[src/rtl/seq_pkg.sv]
package seq_pkg;

   typedef enum logic [2:0] {
      ST_FETCH,
      ST_EXEC,
      ST_CHECK,
      ST_SAVE,
      ST_VEC,
      ST_IRET,
      ST_TRAP,
      ST_HALT
   } seq_state_e;

   typedef enum logic [2:0] {
      ACC_NONE,
      ACC_FETCH,
      ACC_SAVE,
      ACC_VEC,
      ACC_IRET,
      ACC_TRAP
   } seq_acc_e;

endpackage

[src/rtl/seq_ctrl.sv]
module seq_ctrl
   import seq_pkg::*;
#(
   parameter int TRAP_W = 4
)(
   input  logic              clk,
   input  logic              rst_n,
   input  logic              mem_ready,
   input  logic              ex_done,
   input  logic              ex_halt,
   input  logic              ex_int_en,
   input  logic              ex_iret,
   input  logic              ex_to_user,
   input  logic              ex_trap,
   input  logic [TRAP_W-1:0] ex_trap_num,
   input  logic              irq_s,
   output seq_acc_e          acc,
   output logic [TRAP_W-1:0] trap_num_q,
   output logic              ex_start,
   output logic              ie,
   output logic              sup,
   output logic              halted
);

   seq_state_e state;
   logic       halt_q;
   logic       iret_q;
   logic       trap_q;

   always_ff @(posedge clk or negedge rst_n) begin
      if (!rst_n) begin
         state      <= ST_FETCH;
         ie         <= 1'b0;
         sup        <= 1'b1;
         halt_q     <= 1'b0;
         iret_q     <= 1'b0;
         trap_q     <= 1'b0;
         trap_num_q <= '0;
      end else begin
         unique case (state)
            ST_FETCH: if (mem_ready) state <= ST_EXEC;
            ST_EXEC: begin
               if (ex_done) begin
                  halt_q     <= ex_halt;
                  iret_q     <= ex_iret;
                  trap_q     <= ex_trap;
                  trap_num_q <= ex_trap_num;
                  if (ex_int_en)  ie  <= 1'b1;
                  if (ex_to_user) sup <= 1'b0;
                  state <= ST_CHECK;
               end
            end
            ST_CHECK: begin
               if (halt_q) begin
                  state <= ST_HALT;
               end else if (iret_q) begin
                  state <= ST_IRET;
               end else if (trap_q) begin
                  sup   <= 1'b1;
                  state <= ST_TRAP;
               end else if (irq_s && ie) begin
                  ie    <= 1'b0;
                  state <= ST_SAVE;
               end else begin
                  state <= ST_FETCH;
               end
            end
            ST_SAVE: if (mem_ready) state <= ST_VEC;
            ST_VEC:  if (mem_ready) state <= ST_FETCH;
            ST_IRET: begin
               if (mem_ready) begin
                  ie    <= 1'b1;
                  state <= ST_FETCH;
               end
            end
            ST_TRAP: if (mem_ready) state <= ST_FETCH;
            default: state <= ST_HALT;
         endcase
      end
   end

   always_comb begin
      unique case (state)
         ST_FETCH: acc = ACC_FETCH;
         ST_SAVE:  acc = ACC_SAVE;
         ST_VEC:   acc = ACC_VEC;
         ST_IRET:  acc = ACC_IRET;
         ST_TRAP:  acc = ACC_TRAP;
         default:  acc = ACC_NONE;
      endcase
   end

   assign ex_start = (state == ST_EXEC);
   assign halted   = (state == ST_HALT);

endmodule

[src/rtl/seq_datapath.sv]
module seq_datapath
   import seq_pkg::*;
#(
   parameter int ADDR_W       = 11,
   parameter int DATA_W       = 16,
   parameter int TRAP_W       = 4,
   parameter int RESET_VECTOR = 16,
   parameter int TRAP_BASE    = 1000
)(
   input  logic              clk,
   input  logic              rst_n,
   input  seq_acc_e          acc,
   input  logic [TRAP_W-1:0] trap_num,
   input  logic              mem_ready,
   input  logic [DATA_W-1:0] mem_rdata,
   output logic              mem_req,
   output logic              mem_we,
   output logic [ADDR_W-1:0] mem_addr,
   output logic [DATA_W-1:0] mem_wdata,
   output logic [ADDR_W-1:0] pc,
   output logic [DATA_W-1:0] ir
);

   localparam logic [ADDR_W-1:0] SAVE_A  = ADDR_W'(0);
   localparam logic [ADDR_W-1:0] VEC_A   = ADDR_W'(1);
   localparam logic [ADDR_W-1:0] TBASE_A = ADDR_W'(TRAP_BASE);
   localparam logic [ADDR_W-1:0] RV_A    = ADDR_W'(RESET_VECTOR);

   always_comb begin
      mem_req   = (acc != ACC_NONE);
      mem_we    = (acc == ACC_SAVE);
      mem_wdata = DATA_W'(pc);
      unique case (acc)
         ACC_SAVE: mem_addr = SAVE_A;
         ACC_VEC:  mem_addr = VEC_A;
         ACC_IRET: mem_addr = SAVE_A;
         ACC_TRAP: mem_addr = TBASE_A + ADDR_W'(trap_num);
         default:  mem_addr = pc;
      endcase
   end

   always_ff @(posedge clk or negedge rst_n) begin
      if (!rst_n) begin
         pc <= RV_A;
         ir <= '0;
      end else if (mem_ready) begin
         unique case (acc)
            ACC_FETCH: begin
               ir <= mem_rdata;
               pc <= pc + ADDR_W'(1);
            end
            ACC_VEC, ACC_IRET, ACC_TRAP: pc <= mem_rdata[ADDR_W-1:0];
            default: ;
         endcase
      end
   end

endmodule

[src/rtl/fetch_exec_seq.sv]
module fetch_exec_seq
   import seq_pkg::*;
#(
   parameter int ADDR_W       = 11,
   parameter int DATA_W       = 16,
   parameter int TRAP_W       = 4,
   parameter int RESET_VECTOR = 16,
   parameter int TRAP_BASE    = 1000,
   parameter int IRQ_SYNC     = 0
)(
   input  logic              clk,
   input  logic              rst_n,
   output logic              mem_req,
   output logic              mem_we,
   output logic [ADDR_W-1:0] mem_addr,
   output logic [DATA_W-1:0] mem_wdata,
   input  logic [DATA_W-1:0] mem_rdata,
   input  logic              mem_ready,
   output logic              ex_start,
   output logic [DATA_W-1:0] ex_instr,
   input  logic              ex_done,
   input  logic              ex_halt,
   input  logic              ex_int_en,
   input  logic              ex_iret,
   input  logic              ex_to_user,
   input  logic              ex_trap,
   input  logic [TRAP_W-1:0] ex_trap_num,
   input  logic              irq,
   output logic [ADDR_W-1:0] pc_o,
   output logic              ie_o,
   output logic              sup_o,
   output logic              halted_o
);

   localparam longint ADDR_SPAN = longint'(1) << ADDR_W;
   localparam longint TRAP_END  = longint'(TRAP_BASE) + (longint'(1) << TRAP_W);

   if (DATA_W < ADDR_W) begin : g_err_width
      $error("data word must hold a full address");
   end
   if (TRAP_END > ADDR_SPAN) begin : g_err_trap
      $error("trap table exceeds address space");
   end
   if (longint'(RESET_VECTOR) >= ADDR_SPAN || TRAP_BASE < 2) begin : g_err_vec
      $error("reset vector or trap base out of range");
   end

   logic     irq_s;
   seq_acc_e acc;
   logic [TRAP_W-1:0] trap_num_q;

   if (IRQ_SYNC == 0) begin : g_irq_direct
      assign irq_s = irq;
   end else begin : g_irq_sync
      logic [IRQ_SYNC-1:0] sync_q;
      always_ff @(posedge clk or negedge rst_n) begin
         if (!rst_n) sync_q <= '0;
         else        sync_q <= {sync_q[IRQ_SYNC-1:0] , irq} >> 0 == 0 ? '0 : IRQ_SYNC'({sync_q, irq});
      end
      assign irq_s = sync_q[IRQ_SYNC-1];
   end

   seq_ctrl #(.TRAP_W(TRAP_W)) u_ctrl (
      .clk         (clk),
      .rst_n       (rst_n),
      .mem_ready   (mem_ready),
      .ex_done     (ex_done),
      .ex_halt     (ex_halt),
      .ex_int_en   (ex_int_en),
      .ex_iret     (ex_iret),
      .ex_to_user  (ex_to_user),
      .ex_trap     (ex_trap),
      .ex_trap_num (ex_trap_num),
      .irq_s       (irq_s),
      .acc         (acc),
      .trap_num_q  (trap_num_q),
      .ex_start    (ex_start),
      .ie          (ie_o),
      .sup         (sup_o),
      .halted      (halted_o)
   );

   seq_datapath #(
      .ADDR_W       (ADDR_W),
      .DATA_W       (DATA_W),
      .TRAP_W       (TRAP_W),
      .RESET_VECTOR (RESET_VECTOR),
      .TRAP_BASE    (TRAP_BASE)
   ) u_dp (
      .clk       (clk),
      .rst_n     (rst_n),
      .acc       (acc),
      .trap_num  (trap_num_q),
      .mem_ready (mem_ready),
      .mem_rdata (mem_rdata),
      .mem_req   (mem_req),
      .mem_we    (mem_we),
      .mem_addr  (mem_addr),
      .mem_wdata (mem_wdata),
      .pc        (pc_o),
      .ir        (ex_instr)
   );

endmodule


[config.mk]
export PLATFORM = sky130hd
export DESIGN_NAME = fetch_exec_seq
export DESIGN_NICKNAME = d
export VERILOG_FILES = /design/src/rtl/seq_pkg.sv /design/src/rtl/seq_ctrl.sv /design/src/rtl/seq_datapath.sv /design/src/rtl/fetch_exec_seq.sv
export SDC_FILE = /design/constraint.sdc
export NUM_CORES = 1
export LEC_CHECK = 0
export BUFFER_PORTS_ARGS = -buffer_cell sky130_fd_sc_hd__buf_2
export CORE_UTILIZATION = 49
export DETAILED_ROUTE_END_ITERATION = 7
export PLACE_DENSITY = 0.81
export SYNTH_ARGS = -nofsm -noshare
export SYNTH_HDL_FRONTEND = slang
export SYNTH_SLANG_ARGS = --single-unit
[constraint.sdc]
create_clock -name clk -period 2.4 [get_ports clk]
set_clock_uncertainty 0.15 [all_clocks]
set_input_delay 0.24 -clock clk [delete_from_list [all_inputs] [get_ports clk]]
set_output_delay 0.24 -clock clk [all_outputs]
set_load 0.02 [all_outputs]
==> flow_metrics.py <==
metrics = {
    "worst_setup_path": {
        "path_max_fanout": 23,
        "cp.arrival_ns": 1.77,
        "reg2reg_to": "u_dp.pc[0]$_DFFE_PN0P_",
        "r2r_setup_slack_ns": 0.38,
        "path_class": "reg2out",
        "endpoint_kind": "output port",
        "r2r_start": "u_ctrl.state[0]$_DFFE_PN0P_",
        "required_ns": 2.01,
        "cp-start-kind": "register",
        "rr_worst_depth": 4,
    },
    "final_layout": {
        "area_growth_pct": 19.10,
        "fin_nets": 335,
        "diodes": 0,
        "drive_above_1_share_pct": 42.95,
        "multi_input_area_mm2": 0.001139,
        "layoutNonFillerInstCount": 357,
        "fill_cells": 384,
        "seq_area_um2": 980.9,
        "design_area_mm2": 0.002801,
    },
    "yosys": {
        "synthDistinctLibCells": 46,
        "yosysMostFrequentCell": "dfrtp_1",
        "ys.flop_type": "dfrtp_1",
        "synthArstFlopShare_pct": 100.0,
        "ys_ff_latch": 39,
        "synth_area_mm2": 0.002352,
        "synth-edff-count": 0,
        "yosys_warnings": 0,
        "synth_top_cell_area_share_pct": 39.36,
        "synthTopCellsByArea": "dfrtp_1 39%, buf_4 7.7%, mux2_4 6.4%",
        "synthCells": 233,
        "ys_top_cells_by_count": "37 x dfrtp_1, 24 x buf_4, 21 x nand2_1, 20 x a21oi_1, 12 x mux2_2",
        "seq_area_frac_synth_pct": 41.60,
        "synth_area_per_cell_um2": 10.10,
        "yosysTopAreaCell": "dfrtp_1",
    },
    "hold_path": {
        "hp-class": "in2reg",
        "worstHoldPathCells": 2,
        "min_from": "mem_rdata[13]",
        "hold-path-endpoint": "u_dp.ir[13]$_DFFE_PN0P_",
    },
    "detailed_routing": {
        "first_pass_iters": 6,
        "wl_mm": 5.538,
        "antenna_left": 0,
        "drt_iter0_drc": 167,
        "drcViolationCount": 5,
        "wire_per_inst_um": 15.51,
        "vias": 2027,
        "vias_per_cell": 5.678,
    },
    "floorplan": {
        "die_area_mm2": 0.005082,
        "fp.dieW_um": 71.29,
        "rows": 24,
        "pin_count": 90,
        "die_y_um": 71.29,
        "initial_utilization_pct": 52.57,
        "core-area_mm2": 0.004474,
    },
    "outcome": {
        "status": "finished with violations",
        "violations": "design-rule violations",
    },
    "sta": {
        "setup-tns-final_ns": 0,
        "max-slew-margin-rel_pct": 41.78,
        "rsz0062_at_grt": "false",
        "maxSlewViolCount": 0,
        "setup_viol": 0,
        "setup_slack_ns": 0.2440,
        "period_share_pct": 89.83,
        "timing.hold.ws_ns": 0.02098,
        "finalHoldViolCount": 0,
        "finalCriticalPeriod_ns": 2.156,
        "worstMarginPinSlew_ns": 0.8733,
        "max_freq_ghz": 0.4638,
    },
    "global_route": {
        "grt_max_degree": 40,
        "track_usage_pct": 22.36,
        "antenna_found_initial": 0,
        "grt_pass1_vias": 1831,
        "grt_pass1_wl_mm": 8.852,
        "grt_overflow": 0,
    },
    "placed_design": {
        "dp.cells": 347,
        "hpwl_mm": 3.894,
        "place_area_mm2": 0.002664,
        "io_buffers": 84,
        "gp_congestion": 0.8304,
        "post-place-ws_ns": 0.3217,
    },
    "power_and_ir_drop": {
        "power.density_mw_per_mm2": 1650,
        "ir_drop_uv": 891.3,
        "p_leak_nw": 1.346,
    },
    "clock_network": {
        "htree_levels": 2,
        "clockBufferDepth": 2,
        "cts_buffers": 5,
        "cts.clk_slew.worst_paths_ns": 0.08,
        "clock_latency_ns": 0.29,
        "cts.root.buffer_cell": "clkbuf_8",
        "cts_num_sinks": 39,
        "cts_setup_buffers": 0,
        "cts_tree": "built",
    },
    "job": {
        "maxCapViolations": 0,
    },
}
==> worst max path at each step <==
| stage | start | endpoint | slack, ns | cells past startpoint |
|---|---|---|---|---|
| floorplan | u_ctrl.state[1]$_DFFE_PN0P_ | mem_addr[10] | 0.41 | 6 |
| global placement | u_ctrl.state[0]$_DFFE_PN0P_ | u_ctrl.trap_num_q[0]$_DFFE_PN0P_ | 0.42 | 3 |
| detailed placement | u_ctrl.state[0]$_DFFE_PN0P_ | u_dp.pc[0]$_DFFE_PN0P_ | 0.32 | 4 |
| CTS | u_ctrl.state[1]$_DFFE_PN0P_ | mem_addr[0] | 0.06 | 5 |
| global route | u_ctrl.state[0]$_DFFE_PN0P_ | mem_addr[0] | 0.15 | 4 |
| finish | u_ctrl.state[0]$_DFFE_PN0P_ | mem_addr[0] | 0.24 | 4 |
==> metal layers <==
layer | part of all wire (%) | track usage [%]
met1 | 42 | 30.17
met2 | 50 | 35.87
met3 | 6.2 | 4.501
met4 | 1.0 | 8.222
met5 | 0 | 0
==> repair_timing <==
| action | in CTS | in global routing |
|---|---|---|
| endpoints found under the hold margin | 38 | 0 |
| resized for setup | 0 | 3 |
| endpoints found under the setup margin | 0 | 4 |
| hold buffers | 2 | 0 |
==> registers in the layout (all words and copies together), names as in the netlist <==
name,count
u_ctrl.ie,1
u_ctrl.trap_q,1
u_ctrl.iret_q,1
u_dp.ir,16
u_ctrl.trap_num_q,4
u_ctrl.halt_q,1
u_ctrl.state,3
u_ctrl.sup,1
u_dp.pc,11
==> final cells by class <==
class                      instances  share of cell area, %
multi-input combinational        161                  40.64
sequential                        39                  35.02
timing repair buffer              92                  17.33
clock buffer                       5                  2.456
tap                               52                  2.322
clock inverter                     3                  1.563
inverter                           5                 0.6699
==> where the power goes <==
group	leakage [nW]	internal (mW)	switching, mW
Combinational	0.835	1.09	1.54
Clock	0.0581	0.310	0.241
Sequential	0.452	0.999	0.442
Total	1.35	2.40	2.22
==> critical path: stages, from the launching register on <==
cell      delay (ns)
dfrtp_2         0.58
nand2b_1        0.26
o21ai_0         0.10
a221oi_1        0.31
buf_2           0.23
==> metrics by stage <==
step                utilization [%]  total power [mW]
floorplan                         -             3.421
global placement              59.54             3.975
detailed placement            59.54             4.055
CTS                           62.50             4.624
global route                  62.61             4.913
finish                        62.61             4.623
==> cells by family after synthesis <==
family                   Yosys count  synth area share [%]
AO/OA/AOI/OAI                     63                 17.66
adder cells (fa/ha/maj)            1                0.5318
buffers and inverters             37                 10.74
flip-flops                        39                 41.60
multiplexers                      27                 14.26
other                              1                0.1594
AND/OR/NAND/NOR                   65                 15.05
==> cells in the final DEF, fill, tap and decap left out, types with 4 or more instances in the layout <==
cell type and count:
nor3_1 7, nor2_1 6, inv_1 5, and3_1 4, nor2b_1 6, conb_1 5
mux2_4 10, a2bb2oi_1 6, a21oi_1 20, clkbuf_8 5, buf_2 84, dfrtp_1 35
mux2i_1 5, buf_4 6, o21ai_0 9, nand3_1 8, o22ai_1 10, nand2_1 20
mux2_2 12
(Power assumes the default switching activity.)
